`src/rtl/tmr_cc_pkg.sv`:
```
package tmr_cc_pkg;
  typedef enum logic {
    CC_MODE_PWM = 1'b0,
    CC_MODE_CAP = 1'b1
  } cc_mode_e;

  localparam int unsigned SEL_W = 2;
  localparam int unsigned CNT_W = 3;

  // count limit for a 2-bit power-of-two select: 0,1,3,7
  function automatic logic [CNT_W-1:0] sel_limit(input logic [SEL_W-1:0] sel);
    return CNT_W'((1 << sel) - 1);
  endfunction
endpackage

```
`src/rtl/cc_sync_filter.sv`:
```
module cc_sync_filter
  import tmr_cc_pkg::*;
(
  input  logic             clk,
  input  logic             rst_n,
  input  logic             din,
  input  logic [SEL_W-1:0] flt_sel,
  output logic             flt_q
);
  logic             s1_q, s2_q;
  logic [CNT_W-1:0] run_q, run_d;
  logic             flt_d;

  always_ff @(posedge clk or negedge rst_n) begin
    if (!rst_n) begin
      s1_q <= 1'b0;
      s2_q <= 1'b0;
    end else begin
      s1_q <= din;
      s2_q <= s1_q;
    end
  end

  always_comb begin
    run_d = run_q;
    flt_d = flt_q;
    if (s2_q == flt_q) begin
      run_d = '0;
    end else if (run_q >= sel_limit(flt_sel)) begin
      flt_d = s2_q;
      run_d = '0;
    end else begin
      run_d = run_q + 1'b1;
    end
  end

  always_ff @(posedge clk or negedge rst_n) begin
    if (!rst_n) begin
      run_q <= '0;
      flt_q <= 1'b0;
    end else begin
      run_q <= run_d;
      flt_q <= flt_d;
    end
  end


  flt_follow_chk: assert property (@(posedge clk) disable iff (!rst_n)
    (flt_q != $past(flt_q)) |-> ($past(s2_q) == flt_q));
endmodule

```
`src/rtl/cc_edge_presc.sv`:
```
module cc_edge_presc
  import tmr_cc_pkg::*;
(
  input  logic             clk,
  input  logic             rst_n,
  input  logic             lvl,
  input  logic [1:0]       pol,
  input  logic             armed,
  input  logic [SEL_W-1:0] psc_sel,
  output logic             fire
);
  logic             lvl_q;
  logic [SEL_W-1:0] psc_q;
  logic [CNT_W-1:0] ev_q, ev_d;
  logic             rise, fall, evt, restart, at_lim;

  assign rise    = lvl & ~lvl_q;
  assign fall    = ~lvl & lvl_q;
  assign evt     = pol[1] ? (rise | fall) : (pol[0] ? fall : rise);
  assign restart = !armed || (psc_sel != psc_q);
  assign at_lim  = ev_q >= sel_limit(psc_sel);
  assign fire    = !restart && evt && at_lim;

  always_comb begin
    ev_d = ev_q;
    if (restart)     ev_d = '0;
    else if (evt)    ev_d = at_lim ? '0 : ev_q + 1'b1;
  end

  always_ff @(posedge clk or negedge rst_n) begin
    if (!rst_n) begin
      lvl_q <= 1'b0;
      psc_q <= '0;
      ev_q  <= '0;
    end else begin
      lvl_q <= lvl;
      psc_q <= psc_sel;
      ev_q  <= ev_d;
    end
  end


  psc_restart_chk: assert property (@(posedge clk) disable iff (!rst_n)
    $past(!armed) |-> (ev_q == '0));
endmodule

```
`src/rtl/tmr_cc_chan.sv`:
```
module tmr_cc_chan
  import tmr_cc_pkg::*;
#(
  parameter int unsigned CW = 16
) (
  input  logic          clk,
  input  logic          rst_n,
  input  logic          cfg_mode,
  input  logic          cfg_en,
  input  logic [1:0]    cfg_pol,
  input  logic [1:0]    cfg_flt,
  input  logic [1:0]    cfg_psc,
  input  logic [CW-1:0] cnt_val,
  input  logic          ccr_wr,
  input  logic [CW-1:0] ccr_wdata,
  input  logic          cap_in,
  input  logic          flag_clr,
  output logic [CW-1:0] ccr_q,
  output logic          cap_flag,
  output logic          ovr_flag,
  output logic          pwm_out
);
  logic          rs1_q, rs2_q, rst_int_n;
  logic          flt_lvl, cap_fire, armed, is_cap;
  logic [CW-1:0] ccr_d;
  logic          cap_d, ovr_d, pwm_d;

  always_ff @(posedge clk or negedge rst_n) begin
    if (!rst_n) begin
      rs1_q <= 1'b0;
      rs2_q <= 1'b0;
    end else begin
      rs1_q <= 1'b1;
      rs2_q <= rs1_q;
    end
  end
  assign rst_int_n = rs2_q;

  assign is_cap = (cc_mode_e'(cfg_mode) == CC_MODE_CAP);
  assign armed  = is_cap && cfg_en;

  cc_sync_filter u_filt (
    .clk     (clk),
    .rst_n   (rst_int_n),
    .din     (cap_in),
    .flt_sel (cfg_flt),
    .flt_q   (flt_lvl)
  );

  cc_edge_presc u_presc (
    .clk     (clk),
    .rst_n   (rst_int_n),
    .lvl     (flt_lvl),
    .pol     (cfg_pol),
    .armed   (armed),
    .psc_sel (cfg_psc),
    .fire    (cap_fire)
  );

  always_comb begin
    ccr_d = ccr_q;
    if (cap_fire)    ccr_d = cnt_val;
    else if (ccr_wr) ccr_d = ccr_wdata;

    cap_d = cap_flag;
    ovr_d = ovr_flag;
    if (flag_clr) begin
      cap_d = 1'b0;
      ovr_d = 1'b0;
    end
    if (cap_fire) begin
      cap_d = 1'b1;
      if (cap_flag && !flag_clr) ovr_d = 1'b1;
    end

    pwm_d = is_cap ? 1'b0 : ((cnt_val < ccr_q) ^ cfg_pol[0]);
  end

  always_ff @(posedge clk or negedge rst_int_n) begin
    if (!rst_int_n) begin
      ccr_q    <= '0;
      cap_flag <= 1'b0;
      ovr_flag <= 1'b0;
      pwm_out  <= 1'b0;
    end else begin
      ccr_q    <= ccr_d;
      cap_flag <= cap_d;
      ovr_flag <= ovr_d;
      pwm_out  <= pwm_d;
    end
  end


  ccr_hold_chk: assert property (@(posedge clk) disable iff (!rst_int_n)
    (!$past(cfg_en) && !$past(ccr_wr)) |-> $stable(ccr_q));

  flag_set_chk: assert property (@(posedge clk) disable iff (!rst_int_n)
    $rose(cap_flag) |-> $past(cap_fire));

  ovr_set_chk: assert property (@(posedge clk) disable iff (!rst_int_n)
    $rose(ovr_flag) |-> $past(cap_flag));

  pwm_idle_chk: assert property (@(posedge clk) disable iff (!rst_int_n)
    $past(cfg_mode) |-> !pwm_out);
endmodule

```
`config.mk`:
```
export PLATFORM = sky130hd
export DESIGN_NAME = tmr_cc_chan
export DESIGN_NICKNAME = d
export VERILOG_FILES = /design/src/rtl/tmr_cc_pkg.sv /design/src/rtl/cc_sync_filter.sv /design/src/rtl/cc_edge_presc.sv /design/src/rtl/tmr_cc_chan.sv
export SDC_FILE = /design/constraint.sdc
export NUM_CORES = 1
export LEC_CHECK = 0
export ABC_AREA = 0
export ABC_CLOCK_PERIOD_IN_PS = 1250
export BUFFER_PORTS_ARGS = -buffer_cell sky130_fd_sc_hd__buf_2
export CORE_UTILIZATION = 51
export DETAILED_ROUTE_END_ITERATION = 6
export PLACE_DENSITY = 0.8
export SLEW_MARGIN = 20
export SYNTH_ARGS = -nofsm -noshare
export SYNTH_HDL_FRONTEND = slang
export SYNTH_SLANG_ARGS = --single-unit
```
`constraint.sdc`:
```
create_clock -name clk -period 1.25 [get_ports clk]
set_clock_uncertainty 0.05 [all_clocks]
set_input_delay 0.125 -clock clk [delete_from_list [all_inputs] [get_ports clk]]
set_output_delay 0.125 -clock clk [all_outputs]
set_load 0.02 [all_outputs]
```
=== After elaboration in Yosys (flattened, before gate mapping) ===
Index checks and enable logic that the tools add are counted.
W data, S select, Z words.

* Word-level logic and storage cells: 58
* Memory bits (writable): 0
* Memories: 0
* ROM bits: 0
* Flip-flop bits (word level): 33
* Bits in latches: 0
* Output and inout port bits: 19

* Bitwise logic cells: 7
* Equality and inequality tests: 2
* Add/sub/neg operators: 4
* $mul: 0
* Div/mod/pow operators: 0
* Reductions and logical operators: 12
* Muxes and demuxes: 15
* Shift operators: 2
* Order comparisons: 3

{| class="wikitable"
|+ Operator list
! cell !! number
|-
| $mux W16 || 2
|-
| $lt A16 B16 Y1 || 1
|-
| $mux W3 || 5
|-
| $mux W1 || 8
|-
| $add A3 B1 Y3 const B || 2
|-
| $ge A3 B3 Y1 || 2
|-
| $reduce_bool A2 Y1 || 3
|-
| $shl A1 B2 Y3 const A || 2
|-
| $sub A3 B2 Y3 const B || 2
|-
| $logic_and A1 B1 Y1 || 4
|-
| $logic_not A1 Y1 || 3
|-
| $not A1 Y1 || 3
|-
| $and A1 B1 Y1 || 2
|-
| $ne A2 B2 Y1 || 1
|-
| $reduce_and A2 Y1 || 1
|-
| $eq A1 B1 Y1 || 1
|-
| $logic_or A1 B1 Y1 || 1
|-
| $or A1 B1 Y1 || 1
|-
| $xor A1 B1 Y1 || 1
|}

=== Longest topological paths before layout ===
* Depth after elaboration: 7
* Mapped depth: 10
* Mapped depth without buffers: 7

=== Cells and area by module ===
A second synthesis with hierarchy kept.

* Cells, all modules: 200
* Area, all modules: 1980.6 sq um

{| class="wikitable"
|+ Modules (own cells, without submodules)
! module !! cells each !! sequential area each (sq um) !! times used !! area each (sq um)
|-
| tmr_cc_chan || 133 || 525.5 || 1 || 1296.2
|-
| cc_edge_presc || 41 || 150.1 || 1 || 389.1
|-
| cc_sync_filter || 26 || 150.1 || 1 || 295.3
|}

=== Worst setup path before layout ===
Ideal clock, no wire load.

* Path type: register -> register
* Start point: register ccr_q[11]
* End point: register pwm_out
* Path slack: -0.716 ns
* Setup time: 0.125 ns
* Cell stages (with the launch flop): 8
* Arrival time: 1.791 ns
* Clock period less this slack: 1.966 ns
* Required time: 1.075 ns
* Path through: dfrtp_1 -> inv_1 -> ha_1 -> and4_1 -> nand2_1 -> o221ai_1 -> a211oi_1 -> mux2_2

* Longest elaborated chain between the ends: 3

{| class="wikitable"
|+ RTL lines
! item !! line !! RTL
|-
| start: declaration || tmr_cc_chan.sv:18 || <nowiki>output logic [CW-1:0] ccr_q,</nowiki>
|-
| start signal: assignment || tmr_cc_chan.sv:86 || <nowiki>ccr_q <= ccr_d;</nowiki>
|-
| $lt A16 B16 Y1 || tmr_cc_chan.sv:76 || <nowiki>pwm_d = is_cap ? 1'b0 : ((cnt_val < ccr_q) ^ cfg_pol[0]);</nowiki>
|-
| $xor A1 B1 Y1 || tmr_cc_chan.sv:76 ||
|-
| $mux W1 || tmr_cc_chan.sv:76 ||
|-
| net pwm_d || tmr_cc_chan.sv:26 || <nowiki>logic cap_d, ovr_d, pwm_d;</nowiki>
|-
| end signal: assignment || tmr_cc_chan.sv:89 || <nowiki>pwm_out <= pwm_d;</nowiki>
|-
| end: declaration || tmr_cc_chan.sv:21 || <nowiki>output logic pwm_out</nowiki>
|}

The timed path passes the listed nets, and every way through them passes these cells.
A chain may end at the register's enable or synchronous reset.

=== Worst setup path in the final report ===
* Start point: register ccr_q[2]
* End point: register pwm_out

Same word-level chain as after synthesis.

==> metrics.txt <==
Gate Count Post-Synth=197; Distinct cells, synth=34; #FFs+latches synth=33; CTS root buf=clkbuf_8; dominant cell type by area after synthesis=dfrtp_1; Synth-to-Final Area Change=55.1%; Yosys top cell area share=40.6%; Initial Util=54.3%; required time worst endpoint=1.39 ns; vias post-DR=1933; total global-route track usage=28.6%; fin. max-slew vios=0; CP top delay family=compound AO/OA/AOI/OAI gates; H-tree Lvls=2; Max rail drop VDD=0.813 mV; placed cell count=336; minimum clock period=1.98 ns; dpl hpwl=3.33 mm; Hold Crit Class=input port to flop; mean post-synth cell area=10.3 sq um; largest net degree at the start of global routing=32; Die X=65.2 um; Wirelength per Cell=17.1 um; worst skew pair latency=0.30 ns; drt pass-1 iters=6; Mapped Nets=267; FP Rows=22; top_reg_cell synth=dfrtp_1; final hold violations=0; vias in the first global route=1971; RSZ-0062 raised after global routing=true; worst r2r src=ccr_q[2]; run status=complete, but fails checks; Startpoint Class=flop; initial antenna violation count=0; Slowest-stage cell, CP=dfrtp_2; Die Y=65.2 um; sequential area share after synthesis=40.6%; layout cell share with drive strength beyond 1=56.2%; ys async rst share=100%; Placed Area=2680 sq um; Non-Filler Instances=356; CP peak stage delay=0.41 ns; Antenna Cells=0; post-DR vias/cell=5.43; Buf/Inv on CP=1; count of final setup violators=26; setup tns final=-10.79 ns; core area=3740 sq um; RePlAce Congestion=0.762; commonest non-fill, non-tap cells in the layout=buf_2, buf_4, dfrtp_1; max-cap violations=0; failing checks=negative setup slack; nets=378; Finished Cell Area=3160 sq um; Final ANT Viol Nets=0; critical path class=flop to flop; worst-path maximum fanout=2; CTS tree=built; LEAKAGE=1.61 nW; Max Clk Rate=0.505 GHz; maximum clock path buffer count=2; Starting DRT DRC Count=59; first-pass GRT wire length=8.76 mm; WP data arrival=2.12 ns; crit end category=flop; Syn. warnings=0; crit path from=ccr_q[2]; Hold Path Origin=cfg_psc[0]; Place WS=-0.691 ns; worst path cell trace=inv_2 -> ha_4 -> a211o_1 -> a31oi_1 -> o31ai_1 -> a211oi_1 -> mux2_2; # port buffers=63; synthesized area=2030 sq um; Ports=64; EDFF count, synth=0; Setup WS post-layout=-0.732 ns; DRC Markers=0; final wirelength=6.07 mm; Clock Sinks=33; Power Dens Cells=1130 nW/um^2; die area=4250 sq um; top post-synthesis cells by area=dfrtp_1, ha_1, mux2i_1; global route overflow=0; clock-pin slew on the worst setup and hold paths=0.08 ns; most common cell after layout, fill and taps aside=buf_2; Final Cycle Share=159%; cts bufs inserted=5
## per-layer routing
layer	share of wire (%)	vias to the layer above	track usage [%]
li1	-	914	-
met1	40	931	31.6
met2	52	72	51.3
met3	4.6	16	6.77
met4	3.2	0	13.0
met5	0	-	0
## Yosys cell counts, drive strengths merged (2+ instances only)
cell and number:
a211oi 2, a21o 5, a21oi 5, a31oi 4, and3 2, and4 2
buf 6, clkbuf 2, dfrtp 33, ha 25, inv 23, mux2 2
mux2i 19, nand2 7, nand2b 3, nand3 17, nor2 6, o21ai 18
or2 2, xnor2 3
## final cells by class
type / count / area [sq um]
Multi-Input combinational cell: 135 / 1330
Sequential cell: 33 / 835
Timing Repair Buffer: 110 / 768
Fill cell: 202 / 588
Inverter: 23 / 86.3
Clock buffer: 6 / 72.6
Tap cell: 48 / 60.1
Clock inverter: 1 / 5.00
## final timing paths
path | end | slack, ns | depth (start not counted)
worst max-delay path | pwm_out | -0.73 | 7
worst min-delay path | u_presc.psc_q[0] | 0.01 | 2
worst max register to register | pwm_out | -0.73 | 7
worst min register to register | ccr_q[15] | 0.20 | 1
max in group asynchronous | ccr_q[2] | 0.62 | 1
min in group asynchronous | rs2_q | 0.10 | 2
## flip-flops by register name, summed over array words and instances (netlist names)
name,count
ovr_flag,1
u_filt.flt_q,1
cap_flag,1
u_presc.psc_q,2
u_presc.lvl_q,1
rs1_q,1
u_filt.s1_q,1
ccr_q,16
u_filt.run_q,3
pwm_out,1
u_presc.ev_q,3
rs2_q,1
u_filt.s2_q,1
## kinds of logic after synthesis
logic type | Yosys count | synth area share, %
other cells | 1 | 0.184
simple gates | 43 | 11.0
buf+inv | 31 | 7.44
fa+ha+maj | 25 | 15.4
mux | 21 | 10.5
compound gates | 39 | 13.2
flops | 33 | 40.6
xor+xnor | 4 | 1.72
## through the flow
stage	hold WS, ns	util (%)	total power (W)
floorplan	-0.221	-	0.00199
global placement	-0.139	71.5	0.00246
detailed placement	-0.139	71.5	0.00250
CTS	0.0164	82.1	0.00349
global route	0.0123	84.3	0.00378
finish	0.0101	84.3	0.00358
## what timing repair did
item | CTS | global route
endpoints found under the hold margin | 4 | 0
gates resized for setup | 41 | 24
endpoints found under the setup margin | 26 | 26
pin swaps | 16 | 11
gates cloned | 6 | 0
hold buffers | 3 | 0
buffers inserted | 3 | 4
## report_power, final
| group | internal, W | switching, W | leakage [nW] |
|---|---|---|---|
| sequential | 0.00121 | 0.0000940 | 0.396 |
| clock | 0.000378 | 0.000397 | 0.0410 |
| combinational | 0.000787 | 0.000715 | 1.17 |
No activity file was read; power rests on OpenSTA's default activity.
